<file path="src/rtl/vsa_pkg.sv">
package vsa_pkg;
  typedef enum logic [1:0] {
    ARB_IDLE = 2'd0,
    ARB_WAIT = 2'd1,
    ARB_GO   = 2'd2
  } arb_st_e;
endpackage

</file>
<file path="src/rtl/vsa_slot_ctr.sv">
module vsa_slot_ctr #(
  parameter int SLOTS  = 57,
  parameter int SLOT_W = 16,
  localparam int CYC_W = $clog2(SLOT_W),
  localparam int IDX_W = $clog2(SLOTS)
) (
  input  logic             clk,
  input  logic             rst_n,
  input  logic             vid_ce,
  output logic [CYC_W-1:0] cyc,
  output logic [IDX_W-1:0] slot,
  output logic             eol
);
  localparam logic [CYC_W-1:0] CYC_LAST  = CYC_W'(SLOT_W - 1);
  localparam logic [IDX_W-1:0] SLOT_LAST = IDX_W'(SLOTS - 1);

  logic [CYC_W-1:0] cyc_d;
  logic [IDX_W-1:0] slot_d;
  logic             eol_d;

  always_comb begin
    cyc_d  = cyc;
    slot_d = slot;
    eol_d  = 1'b0;
    if (vid_ce) begin
      if (cyc == CYC_LAST) begin
        cyc_d = '0;
        if (slot == SLOT_LAST) begin
          slot_d = '0;
          eol_d  = 1'b1;
        end else begin
          slot_d = slot + 1'b1;
        end
      end else begin
        cyc_d = cyc + 1'b1;
      end
    end
  end

  always_ff @(posedge clk or negedge rst_n) begin
    if (!rst_n) begin
      cyc  <= '0;
      slot <= '0;
      eol  <= 1'b0;
    end else begin
      cyc  <= cyc_d;
      slot <= slot_d;
      eol  <= eol_d;
    end
  end


  cyc_wrap_chk: assert property (@(posedge clk) disable iff (!rst_n)
    (vid_ce && cyc == CYC_LAST) |=> (cyc == '0));

  ctr_idle_chk: assert property (@(posedge clk) disable iff (!rst_n)
    !vid_ce |=> ($stable(cyc) && $stable(slot)));

  eol_pos_chk: assert property (@(posedge clk) disable iff (!rst_n)
    eol |-> (slot == '0 && cyc == '0));

  eol_pulse_chk: assert property (@(posedge clk) disable iff (!rst_n)
    eol |=> !eol);
endmodule

</file>
<file path="src/rtl/vsa_phase_dec.sv">
module vsa_phase_dec #(
  parameter int SLOT_W  = 16,
  parameter int RD_LEN  = 5,
  parameter int FIT_CYC = 2,
  localparam int CYC_W  = $clog2(SLOT_W)
) (
  input  logic [CYC_W-1:0] cyc,
  output logic             ph_rd0,
  output logic             ph_rd1,
  output logic             ph_cpu,
  output logic             fit
);
  localparam logic [CYC_W-1:0] RD1_START = CYC_W'(RD_LEN);
  localparam logic [CYC_W-1:0] CPU_START = CYC_W'(2 * RD_LEN);
  localparam logic [CYC_W-1:0] FIT_LAST  = CYC_W'(SLOT_W - FIT_CYC);

  always_comb begin
    ph_rd0 = (cyc < RD1_START);
    ph_rd1 = (cyc >= RD1_START) && (cyc < CPU_START);
    ph_cpu = (cyc >= CPU_START);
    fit    = ph_cpu && (cyc <= FIT_LAST);
  end


  phase_onehot_chk: assert final ($countones({ph_rd0, ph_rd1, ph_cpu}) == 1);
endmodule

</file>
<file path="src/rtl/vsa_cpu_arb.sv">
module vsa_cpu_arb
  import vsa_pkg::*;
(
  input  logic clk,
  input  logic rst_n,
  input  logic cpu_half_ce,
  input  logic cpu_req,
  input  logic cpu_vid,
  input  logic fit,
  output logic grant,
  output logic hold
);
  arb_st_e st, st_d;
  logic    grant_d, hold_d;

  always_comb begin
    st_d    = st;
    grant_d = 1'b0;
    hold_d  = hold;
    if (cpu_half_ce) begin
      unique case (st)
        ARB_IDLE: if (cpu_req && cpu_vid) begin
          if (fit) begin
            grant_d = 1'b1;
            st_d    = ARB_GO;
          end else begin
            hold_d = 1'b1;
            st_d   = ARB_WAIT;
          end
        end
        ARB_WAIT: if (fit) begin
          grant_d = 1'b1;
          st_d    = ARB_GO;
        end
        ARB_GO: begin
          hold_d = 1'b0;
          st_d   = ARB_IDLE;
        end
        default: st_d = ARB_IDLE;
      endcase
    end
  end

  always_ff @(posedge clk or negedge rst_n) begin
    if (!rst_n) begin
      st    <= ARB_IDLE;
      grant <= 1'b0;
      hold  <= 1'b0;
    end else begin
      st    <= st_d;
      grant <= grant_d;
      hold  <= hold_d;
    end
  end


  grant_pulse_chk: assert property (@(posedge clk) disable iff (!rst_n)
    grant |=> !grant);

  hold_release_chk: assert property (@(posedge clk) disable iff (!rst_n)
    $fell(hold) |-> $past(cpu_half_ce));

  no_vid_hold_chk: assert property (@(posedge clk) disable iff (!rst_n)
    (st == ARB_IDLE && cpu_half_ce && !cpu_vid) |=> !hold && !grant);
endmodule

</file>
<file path="src/rtl/vslot_arbiter.sv">
module vslot_arbiter #(
  parameter int SLOTS   = 57,
  parameter int SLOT_W  = 16,
  parameter int RD_LEN  = 5,
  parameter int FIT_CYC = 2,
  localparam int CYC_W  = $clog2(SLOT_W),
  localparam int IDX_W  = $clog2(SLOTS)
) (
  input  logic             clk,
  input  logic             rst_n,
  input  logic             vid_ce,
  input  logic             cpu_half_ce,
  input  logic             cpu_req,
  input  logic             cpu_vid,
  output logic [IDX_W-1:0] slot_idx,
  output logic [CYC_W-1:0] slot_cyc,
  output logic             ph_vrd0,
  output logic             ph_vrd1,
  output logic             ph_cpu,
  output logic             eol,
  output logic             cpu_grant,
  output logic             cpu_hold
);
  logic [1:0] rst_sync;
  logic       rst_n_s;
  logic       fit;

  always_ff @(posedge clk or negedge rst_n) begin
    if (!rst_n) rst_sync <= 2'b00;
    else        rst_sync <= {rst_sync[0], 1'b1};
  end
  assign rst_n_s = rst_sync[1];

  vsa_slot_ctr #(.SLOTS(SLOTS), .SLOT_W(SLOT_W)) u_ctr (
    .clk(clk), .rst_n(rst_n_s), .vid_ce(vid_ce),
    .cyc(slot_cyc), .slot(slot_idx), .eol(eol)
  );

  vsa_phase_dec #(.SLOT_W(SLOT_W), .RD_LEN(RD_LEN), .FIT_CYC(FIT_CYC)) u_dec (
    .cyc(slot_cyc), .ph_rd0(ph_vrd0), .ph_rd1(ph_vrd1), .ph_cpu(ph_cpu), .fit(fit)
  );

  vsa_cpu_arb u_arb (
    .clk(clk), .rst_n(rst_n_s), .cpu_half_ce(cpu_half_ce),
    .cpu_req(cpu_req), .cpu_vid(cpu_vid), .fit(fit),
    .grant(cpu_grant), .hold(cpu_hold)
  );


  grant_in_window_chk: assert property (@(posedge clk) disable iff (!rst_n_s)
    cpu_grant |-> ph_cpu);

  fit_no_hold_chk: assert property (@(posedge clk) disable iff (!rst_n_s)
    (cpu_half_ce && fit && !cpu_hold && !cpu_grant && cpu_req && cpu_vid) |=> !cpu_hold);
endmodule

</file>
<file path="config.mk">
export PLATFORM = sky130hd
export DESIGN_NAME = vslot_arbiter
export DESIGN_NICKNAME = d
export VERILOG_FILES = /design/src/rtl/vsa_pkg.sv /design/src/rtl/vsa_slot_ctr.sv /design/src/rtl/vsa_phase_dec.sv /design/src/rtl/vsa_cpu_arb.sv /design/src/rtl/vslot_arbiter.sv
export SDC_FILE = /design/constraint.sdc
export NUM_CORES = 1
export LEC_CHECK = 0
export BUFFER_PORTS_ARGS = -buffer_cell sky130_fd_sc_hd__buf_2
export CAP_MARGIN = 30
export CORE_MARGIN = 3
export CORE_UTILIZATION = 45
export CTS_CLUSTER_DIAMETER = 120
export CTS_CLUSTER_SIZE = 25
export DETAILED_ROUTE_END_ITERATION = 16
export PLACE_DENSITY_LB_ADDON = 0.05
export SYNTH_ARGS = -nofsm -noshare
export SYNTH_HDL_FRONTEND = slang
export SYNTH_HIERARCHICAL = 1
export SYNTH_SLANG_ARGS = --single-unit
</file>
<file path="constraint.sdc">
create_clock -name clk -period 1.4 [get_ports clk]
set_input_delay 0.07 -clock clk [delete_from_list [all_inputs] [get_ports clk]]
set_output_delay 0.07 -clock clk [all_outputs]
set_load 0.005 [all_outputs]
</file>
==> reports/metrics.yaml, run 1 <==
run_status:
  outcome: "complete, but fails checks"
  failed_checks: "negative setup slack"
clocking:
  clkSlewWorstSetupHoldPaths_ns: 0.09
  cts_made_buffers: 3
  cts-root-buf: "clkbuf_4"
  clk_path_buf_depth: 2
  cts_max_level: 1
  cts_num_sinks: 17
  cts_tree: "built"
  insertion_delay_ns: 0.28
global_route:
  grt_start_max_net_pins: 16
  antenna_found_initial: 0
  grtUsageTotal: 0.154
  first_global_vias: 681
  grt_first_pass_wirelength_microns: 2830
  gr-total-overflow: 0
yosys:
  synth_cell_type_count: 36
  ys_ff_latch: 17
  synth_area_leader_cell: "dfrtp_1"
  ys.flop_type: "dfrtp_1"
  synth_compound_area_frac: 0.157
  yosysWarnings: 6
  syn_inst: 82
  synthTopCellsByCount: "dfrtp_1 (17), nand2_1 (7), nand3_1 (5), nor2_1 (5), o21ai_0 (5)"
  yosys.cell_count.top_type: "dfrtp_1"
  synth_top_family_by_area: "simple AND/OR/NAND/NOR gates"
  synth.cell_area_sq_um: 852
  synth_edf_count: 0
  muxShareOfSynthArea: 0.0264
  synth-simple-area-share: 0.216
  yosys.area.top_type_share: 0.499
  synthAdderAreaFrac: 0.0441
  synthArstFlopShare: 1.00
  syn_area_per_cell_sq_um: 10.4
  synth_fp_nets: 91
  yosys.area_share.xor_xnor: 0.0206
  yosysSeqAreaShare: 0.499
  synthTopCellsByArea: "dfrtp_1 (50%), ha_1 (4.4%), nand2_1 (3.1%), nand3_1 (2.9%), o21ai_0 (2.9%)"
sta:
  post-route-period-util: 1.03
  holdWs_ns: 0.0811
  fin_skew_ns: 0.00507
  setup_viol: 1
  rsz0062_at_grt: "yes"
  finalWorstSetupSlack_ns: -0.0442
  slew_viol_final: 0
  fmax_ghz: 0.692
  fin_crit_ns: 1.44
  hold_viol: 0
worst_setup_path:
  slowest_stage: "dfrtp_2"
  cp_max_fo: 2
  crit_required_ns: 1.33
  critPathCaptureType: "primary output"
  rr_worst_depth: 5
  crit_path_start_kind: "flip-flop"
  crit_chain: "buf_6, or2_4, a31o_1, buf_2"
  slowest_delay_ns: 0.42
  critPathKind: "flip-flop to primary output"
  worstPathArrival_ns: 1.37
place:
  gp_congestion: 0.800
  io_buffer_count: 21
  dpl.hpwl_microns: 1220
floorplanning:
  die_y_microns: 49.5
  initial_core_util: 0.483
  core_sq_um: 1760
  die_w_microns: 49.5
  io_pins: 22
  fp-row-count: 15
  die_area_sq_um: 2450
routing:
  ant_nets: 0
  vias: 734
  wl_per_cell_microns: 11.8
  post-route-drc-count: 0
  wl_microns: 1720
  viasPerCell: 5.06
  first_pass_iters: 3
  initialDrtViolationCount: 8
min_path:
  whs_path_depth: 3
  hp-class: "input port to flip-flop"
power:
  cellLeakagePower_nw: 0.561
  vdd_ir_drop_max_uv: 1300
  power_density_nw_per_um2: 1950
  total_power_mw: 2.27
finish:
  layout.nets: 130
  area_delta_synth_final_pct: 36.6
  drive_gt1_frac: 0.458
  antennaDiodeCount: 0
flow_run:
  maxCapViolations: 0
routing by layer:
layer  up-vias  track usage  wire (microns)
met4         0       0.0691              14
met2        12        0.266             869
met1       344        0.184             769
li1        376            -               -
met3         2       0.0302              61
met5         -            0               0
state kept, by name, summed over array words and instances, names as in the netlist:
register / count
u_ctr/cyc: 4
u_ctr/eol: 1
u_arb/hold: 1
u_arb/st: 2
u_arb/grant: 1
rst_sync: 2
u_ctr/slot: 6
final cells by class:
type                       count  area (sq um)
sequential                    17           428
fill                         170           601
timing repair buffer          36           228
clock buffer                   3          22.5
multi-input combinational     60           438
tap                           25          31.3
clock inverter                 1          5.00
inverter                       3          11.3
worst paths after layout:
check	startpoint	end	slack, ns
max	u_ctr/cyc[1]	ph_vrd1	-0.04
min	cpu_vid	u_arb/st[0]	0.08
max reg2reg	u_ctr/cyc[0]	u_ctr/slot[2]	0.03
min reg2reg	rst_sync[1]	u_ctr/slot[0]	0.18
max in group asynchronous	rst_sync[1]	u_ctr/cyc[1]	1.03
min in group asynchronous	rst_n	rst_sync[1]	0.09
critical path, delay by kind of cell (launching register included):
family	cells	cell delay, ns
DFF	1	0.42
AOI/OAI and AO/OA	1	0.20
buffers and inverters	2	0.23
and+or+nand+nor	1	0.25
through the flow:
| stage | util | instances | setup WS (ns) | setup TNS [ns] | area (sq um) |
|---|---|---|---|---|---|
| detailed placement | 0.594 | 134 | 0.0677 | 0 | 1050 |
| floorplan | - | 82 | 0.00201 | 0 | 867 |
| global route | 0.660 | 145 | -0.0961 | -0.207 | 1160 |
| finish | 0.660 | 145 | -0.0442 | -0.0442 | 1160 |
| CTS | 0.642 | 144 | -0.0433 | -0.0588 | 1130 |
| global placement | 0.594 | 134 | 0.0960 | 0 | 1050 |
cells by family after synthesis:
logic type               count (synthesis)
adder cells (fa/ha/maj)                  3
AO/OA/AOI/OAI                           20
buffers and inverters                    5
other                                    1
AND/OR/NAND/NOR                         32
flip-flops                              17
XOR/XNOR                                 2
multiplexers                             2
power by group:
part	switching, mW	leakage [nW]	internal [mW]
clock network	0.150	0.0177	0.106
logic	0.499	0.341	0.669
registers	0.196	0.203	0.648
cells in the final DEF, fill, tap and decap left out, types with 2 or more instances in the layout:
cell type / instances
mux2_2: 2
buf_2: 21
nor3b_2: 2
o21ai_0: 5
a21o_1: 2
nand4_1: 2
xnor2_1: 2
nand3_1: 5
a31oi_1: 2
dfrtp_2: 2
o21a_1: 2
buf_4: 12
clkbuf_4: 3
or2_4: 2
nand2_1: 6
nor2_1: 5
ha_1: 2
a21oi_1: 2
buf_6: 2
dfrtp_1: 15
inv_1: 3
timing repair:
item	CTS	global route
hold buffers	1	0
resized for setup	4	8
hold endpoints to repair	2	0
cloned	0	0
setup endpoints to repair	2	8
setup buffers	5	1
pin swaps	2	1
No activity file was read; power rests on OpenSTA's default activity.
==> run 2, diff against run 1 <==
--- a/config.mk
+++ b/config.mk
@@ -5,6 +5,7 @@
 export SDC_FILE = /design/constraint.sdc
 export NUM_CORES = 1
 export LEC_CHECK = 0
+export ABC_AREA = 1
 export BUFFER_PORTS_ARGS = -buffer_cell sky130_fd_sc_hd__buf_2
 export CAP_MARGIN = 30
 export CORE_MARGIN = 3
@@ -13,6 +14,7 @@
 export CTS_CLUSTER_SIZE = 25
 export DETAILED_ROUTE_END_ITERATION = 16
 export PLACE_DENSITY_LB_ADDON = 0.05
+export SLEW_MARGIN = 20
 export SYNTH_ARGS = -nofsm -noshare
 export SYNTH_HDL_FRONTEND = slang
 export SYNTH_HIERARCHICAL = 1
==> reports/metrics.yaml, run 2 <==
run_status:
  outcome: "finished, final reports clean"
worst_setup_path:
  crit_chain: "buf_4, nand2_1, nand3_2, nand2_1, inv_1, buf_2"
  crit_required_ns: 1.33  # about the same
  worstPathArrival_ns: 1.21  # -0.16 ns
  rr_worst_depth: 6  # +1
  critPathTopFamily: "flip-flops"
  slowest_stage: "dfrtp_2"
  cp.depth: 6  # +2
  slowest_delay_ns: 0.44  # +0.02 ns
  path_common_cell: "nand2_1"
  crit_path_start_kind: "flip-flop"
  critPathKind: "flip-flop to primary output"
  cp_max_fo: 5  # +3
  critPathCaptureType: "primary output"
  crit_buf_inv: 3  # +1
sta:
  slew_viol_final: 0  # unchanged
  hold_viol: 0  # unchanged
  fmax_ghz: 0.781  # +13%
  slew_headroom: 0.612
  worstMarginPinSlew_ns: 0.582
  tns_ns: 0  # +0.0442 ns
  rsz0062_at_grt: "no"
  fin_skew_ns: 0.00125  # -0.00382 ns
  setup_viol: 0  # -1
  post-route-period-util: 0.915  # -0.117
  fin_crit_ns: 1.28  # -0.163 ns
yosys:
  ys_ff_latch: 17  # unchanged
  synthAdderAreaFrac: 0.0432  # -0.000825
  syn_inst: 106  # +29%
  ys.flop_type: "dfrtp_1"
  yosysWarnings: 6  # unchanged
  synth_cell_type_count: 22  # -39%
  synth_area_leader_cell: "dfrtp_1"
  yosys.area_share.xor_xnor: 0.0101  # -0.0105
  synthTopCellsByArea: "dfrtp_1 (49%), inv_1 (8.6%), nand2_1 (8.6%), nand3_1 (6.9%), nor2_1 (4.8%)"
  syn_area_per_cell_sq_um: 8.19  # -21%
  synthArstFlopShare: 1.00  # unchanged
  muxShareOfSynthArea: 0.0130  # -0.0135
  yosys.area.top_type_share: 0.490  # -0.00935
  synthTopCellsByCount: "inv_1 (20), nand2_1 (20), dfrtp_1 (17), nand3_1 (12), nor2_1 (11)"
  yosysSeqAreaShare: 0.490  # -0.00935
  synth_edf_count: 0  # unchanged
  synth-simple-area-share: 0.268  # +0.0522
  synth_fp_nets: 115  # +26%
  synth_top_family_by_area: "simple AND/OR/NAND/NOR gates"
  synth.cell_area_sq_um: 868  # +1.9%
  synth_compound_area_frac: 0.0677  # -0.0894
clocking:
  cts_tree: "built"
  clk_path_buf_depth: 2  # unchanged
  insertion_delay_ns: 0.28  # about the same
  cts_num_sinks: 17  # unchanged
  clkSlewWorstSetupHoldPaths_ns: 0.10  # about the same
  cts_max_level: 1  # unchanged
  cts-root-buf: "clkbuf_4"
  cts_made_buffers: 3  # unchanged
place:
  place_inst: 154  # +15%
  io_buffer_count: 21  # unchanged
  dpl.hpwl_microns: 1260  # +3.5%
  gp_congestion: 0.815  # +1.9%
finish:
  final_common_cell: "buf_2"
  regMostFlops: "u_ctr/slot"
  final_cell_mix: "buf_2 (21), inv_1 (20), nand2_1 (20)"
  top_regs: "u_ctr/slot: 6 flops, u_ctr/cyc: 4 flops"
  layout.nets: 146  # +12%
  largest_register_ffs: 6  # unchanged
  instances_no_fill: 161  # +11%
  area_delta_synth_final_pct: 23.1
  antennaDiodeCount: 0  # unchanged
  drive_gt1_frac: 0.287  # -0.172
power:
  power_density_nw_per_um2: 1900  # -2.5%
  vdd_ir_drop_max_uv: 879  # -32%
  cellLeakagePower_nw: 0.613  # +9.3%
routing:
  wl_met2_microns: 813  # -6.4%
  wl_microns: 1610  # -6.1%
  met1_length_microns: 736  # -4.3%
  viasPerCell: 4.78  # -5.6%
  wl_per_cell_microns: 10.0  # -15%
  dr_wl_met3_microns: 52  # -15%
  first_pass_iters: 3  # unchanged
  initialDrtViolationCount: 3  # -5
  highest_layer: "met4"
  vias: 769  # +4.8%
  post-route-drc-count: 0  # unchanged
  ant_nets: 0  # unchanged
floorplanning:
  die_w_microns: 49.9  # +0.83%
  die_y_microns: 49.9  # +0.83%
  io_pins: 22  # unchanged
  die_area_sq_um: 2490  # +1.7%
  initial_core_util: 0.487  # +0.00404
  fp-row-count: 15  # unchanged
  core_sq_um: 1780  # +1.1%
min_path:
  hp-class: "input port to flip-flop"
  whs_path_depth: 2  # -1
global_route:
  antenna_found_initial: 0  # unchanged
  first_global_vias: 678  # -0.44%
  gr-total-overflow: 0  # unchanged
  grtUsageTotal: 0.146  # -0.00807
  grt_start_max_net_pins: 16  # unchanged
  grt_first_pass_wirelength_microns: 2750  # -2.7%
flow_run:
  maxCapViolations: 0  # unchanged
run 2: power breakdown:
group	switching [mW]	internal, mW
Clock	0.152	0.106
Sequential	0.208	0.668
Combinational	0.484	0.412
Total	0.844	1.19
run 2: timing repair:
item | CTS | global route
buffers inserted | 0 | 1
hold buffers | 1 | 0
endpoints found under the setup margin | 0 | 4
resized for setup | 0 | 1
hold endpoints to repair | 2 | 0
run 2: per-layer routing:
metal	vias up	track usage
met5	-	0
met4	0	0.0553
met3	2	0.0363
met2	11	0.256
met1	360	0.169
li1	396	-
run 2: final cells by class:
cell class / instances / area [sq um]
fill: 170 / 714
sequential: 17 / 427
multi-input combinational: 68 / 359
clock inverter: 1 / 5.00
tap: 25 / 31.3
clock buffer: 3 / 22.5
inverter: 21 / 78.8
timing repair buffer: 26 / 145
run 2: per-stage QoR:
step / power [mW] / setup slack, ns / hold WS [ns] / instance area, sq um / util
global placement: 1.74 / 0.138 / -0.145 / 1020 / 0.570
global route: 2.24 / 0.00925 / 0.0215 / 1070 / 0.599
CTS: 2.04 / 0.0708 / 0.0176 / 1050 / 0.591
finish: 2.03 / 0.119 / 0.0309 / 1070 / 0.599
detailed placement: 1.77 / 0.0882 / -0.144 / 1020 / 0.570
floorplan: 1.40 / 0.188 / -0.226 / 868 / -
run 2: final timing paths:
path,start,endpoint,slack (ns)
setup / recovery,u_ctr/cyc[0],ph_vrd1,0.12
hold / removal,cpu_half_ce,u_arb/st[1],0.03
setup reg to reg,u_ctr/cyc[0],u_ctr/slot[5],0.14
hold reg to reg,rst_sync[1],u_ctr/slot[0],0.24
max in group asynchronous,rst_sync[1],u_ctr/cyc[0],0.74
min in group asynchronous,rst_n,rst_sync[0],0.08
run 2: logic make-up after synthesis:
| family | count (synthesis) |
|---|---|
| multiplexers | 1 |
| other | 1 |
| buffers and inverters | 22 |
| AND/OR/NAND/NOR | 51 |
| AO/OA/AOI/OAI | 10 |
| flip-flops | 17 |
| adder cells (fa/ha/maj) | 3 |
| XOR/XNOR | 1 |
==> run 3, diff against run 2 <==
--- a/config.mk
+++ b/config.mk
@@ -14,6 +14,7 @@
 export CTS_CLUSTER_SIZE = 25
 export DETAILED_ROUTE_END_ITERATION = 16
 export PLACE_DENSITY_LB_ADDON = 0.05
+export REMOVE_ABC_BUFFERS = 1
 export SLEW_MARGIN = 20
 export SYNTH_ARGS = -nofsm -noshare
 export SYNTH_HDL_FRONTEND = slang
==> reports/metrics.yaml, run 3 (synthesis gave the netlist of run 2 again) <==
worst_setup_path:
  rr_worst_depth: 7  # +1
  crit_path_start_kind: "flip-flop"
  critPathCaptureType: "flip-flop"
  slowest_stage: "dfrtp_1"
  critPathKind: "flip-flop to flip-flop"
  cp_max_fo: 4  # -1
  r2r_slack_ns: 0.10  # -0.04 ns
  path_common_cell: "buf_4"
  slowest_delay_ns: 0.39  # -0.05 ns
  r2r_start: "u_ctr/cyc[0]"
  crit_required_ns: 1.58  # +0.25 ns
  worstPathArrival_ns: 1.48  # +0.27 ns
  crit_chain: "ha_1, nand2_2, nor2_4, buf_4, buf_4, a21oi_2, nor2_1"
  crit_start: "u_ctr/cyc[0]"
  r2r-end: "u_ctr/slot[3]"
min_path:
  hp-class: "input port to flip-flop"
  worst_hold_path.endpoint: "u_arb/st[1]"
  whs_path_depth: 2  # unchanged
  hp-start: "cpu_half_ce"
global_route:
  grt_first_pass_wirelength_microns: 2750  # unchanged
  gr-total-overflow: 0  # unchanged
  grt_start_max_net_pins: 16  # unchanged
  grtUsageTotal: 0.146  # about the same
  antenna_found_initial: 0  # unchanged
  first_global_vias: 648  # -4.4%
finish:
  antennaDiodeCount: 0  # unchanged
  top_regs: "u_ctr/slot: 6 flops, u_ctr/cyc: 4 flops"
  instances_no_fill: 164  # +1.9%
  largest_register_ffs: 6  # unchanged
  drive_gt1_frac: 0.288  # +0.00101
  layout.nets: 149  # +2.1%
  area_delta_synth_final_pct: 25.5
  final_cell_mix: "buf_2 (21), inv_1 (20), nand2_1 (20)"
  regMostFlops: "u_ctr/slot"
  fillers: 160  # -5.9%
  final_common_cell: "buf_2"
floorplanning:
  core_sq_um: 1780  # unchanged
  initial_core_util: 0.487  # unchanged
  die_w_microns: 49.9  # unchanged
  io_pins: 22  # unchanged
  die_y_microns: 49.9  # unchanged
  die_area_sq_um: 2490  # unchanged
  fp-row-count: 15  # unchanged
sta:
  fin_crit_ns: 1.30  # +0.0174 ns
  worstMarginPinSlew_ns: 0.598  # +0.0160 ns
  hold_viol: 0  # unchanged
  slew_viol_final: 0  # unchanged
  fmax_ghz: 0.770  # -1.3%
  tns_ns: 0  # unchanged
  post-route-period-util: 0.927  # +0.0124
  slew_headroom: 0.601  # -0.0107
  fin_skew_ns: 0.00426  # +0.00301 ns
  setup_viol: 0  # unchanged
  rsz0062_at_grt: "no"
clocking:
  cts_resized: 0  # unchanged
  clk_path_buf_depth: 2  # unchanged
  insertion_delay_ns: 0.28  # about the same
  cts_tree: "built"
  cts_num_sinks: 17  # unchanged
  cts_max_level: 1  # unchanged
  clkSlewWorstSetupHoldPaths_ns: 0.09  # about the same
  cts-root-buf: "clkbuf_4"
  cts_made_buffers: 3  # unchanged
power:
  seqPwrFrac: 0.409  # -0.023
  cellLeakagePower_nw: 0.631  # +2.9%
  p_sw_frac: 0.404  # -0.0121
  vdd_ir_drop_max_uv: 1100  # +25%
  comb_power_share: 0.469  # +0.028
  p_int_mw: 1.23  # +3.5%
  switchingPower_mw: 0.831  # -1.5%
  power_density_nw_per_um2: 1890  # -0.56%
  p_clk_frac: 0.122  # -0.005
place:
  place_inst: 155  # +0.65%
  dpl.hpwl_microns: 1230  # -2.7%
  io_buffer_count: 21  # unchanged
  gp_congestion: 0.755  # -7.3%
routing:
  ant_nets: 0  # unchanged
  initialDrtViolationCount: 14  # +11
  wl_microns: 1600  # -0.74%
  viasPerCell: 4.57  # -4.4%
  vias: 749  # -2.6%
  wl_per_cell_microns: 9.75  # -2.6%
  first_pass_iters: 4  # +1
  post-route-drc-count: 0  # unchanged
flow_run:
  maxCapViolations: 0  # unchanged
run_status:
  outcome: "finished, final reports clean"
==> run 3: cell count changes in the layout (fill, tap and decap cells not counted), sizes merged <==
| cell | before | now |
|---|---|---|
| clkinv | 1 | 0 |
| buf | 25 | 29 |
| nor2 | 14 | 13 |
| clkbuf | 3 | 4 |
==> run 3: critical path, delay by kind of cell (launching register included) <==
family / cells / cell delay, ns
AO/OA/AOI/OAI: 1 / 0.11
AND/OR/NAND/NOR: 3 / 0.21
buffers and inverters: 2 / 0.27
adder cells (fa/ha/maj): 1 / 0.22
flip-flops: 1 / 0.39
==> run 3: area by class of cell <==
class	instances	area (sq um)	area share
timing repair buffer	30	175	0.161
multi-input combinational	67	353	0.324
inverter	21	78.8	0.0723
tap	25	31.3	0.0287
sequential	17	425	0.390
clock buffer	4	26.3	0.0241
==> run 3: how the worst max path moves through the flow <==
stage,end,depth (start not counted)
CTS,u_ctr/slot[5],6
global route,ph_vrd1,5
floorplan,u_ctr/slot[5],6
finish,u_ctr/slot[3],7
detailed placement,u_ctr/slot[5],6
global placement,u_ctr/slot[5],6
==> run 3: per-stage QoR <==
stage                     hold WS [ns]  total power, mW  utilization  setup WS [ns]  cell area [sq um]
final                           0.0269             2.06        0.611          0.102               1090
after global placement          -0.145             1.79        0.574          0.126               1020
after global routing            0.0328             2.28        0.611         0.0247               1090
after floorplan                 -0.226             1.40            -          0.115                857
after detailed placement        -0.143             1.81        0.574         0.0878               1020
after CTS                       0.0205             2.07        0.594         0.0779               1060
==> run 3: routing by layer <==
layer | global-route usage | vias up | share of wire
li1 | - | 396 | -
met2 | 0.238 | 17 | 0.48
met5 | 0 | - | 0
met3 | 0.0604 | 2 | 0.053
met1 | 0.181 | 334 | 0.46
met4 | 0.0276 | 0 | 0.0038
==> run 3: repair_timing <==
action                                  CTS  global route
endpoints found under the setup margin    0             3
hold buffers                              1             0
hold endpoints to repair                  2             0
setup buffers                             0             4
==> run 3: power groups by stage <==
stage               Combinational, mW  Sequential [mW]  Clock (mW)
floorplan                       0.517            0.882           0
global placement                0.947            0.844           0
detailed placement              0.958            0.855           0
CTS                             0.963            0.846       0.265
global route                     1.10            0.884       0.289
finish                          0.966            0.842       0.250
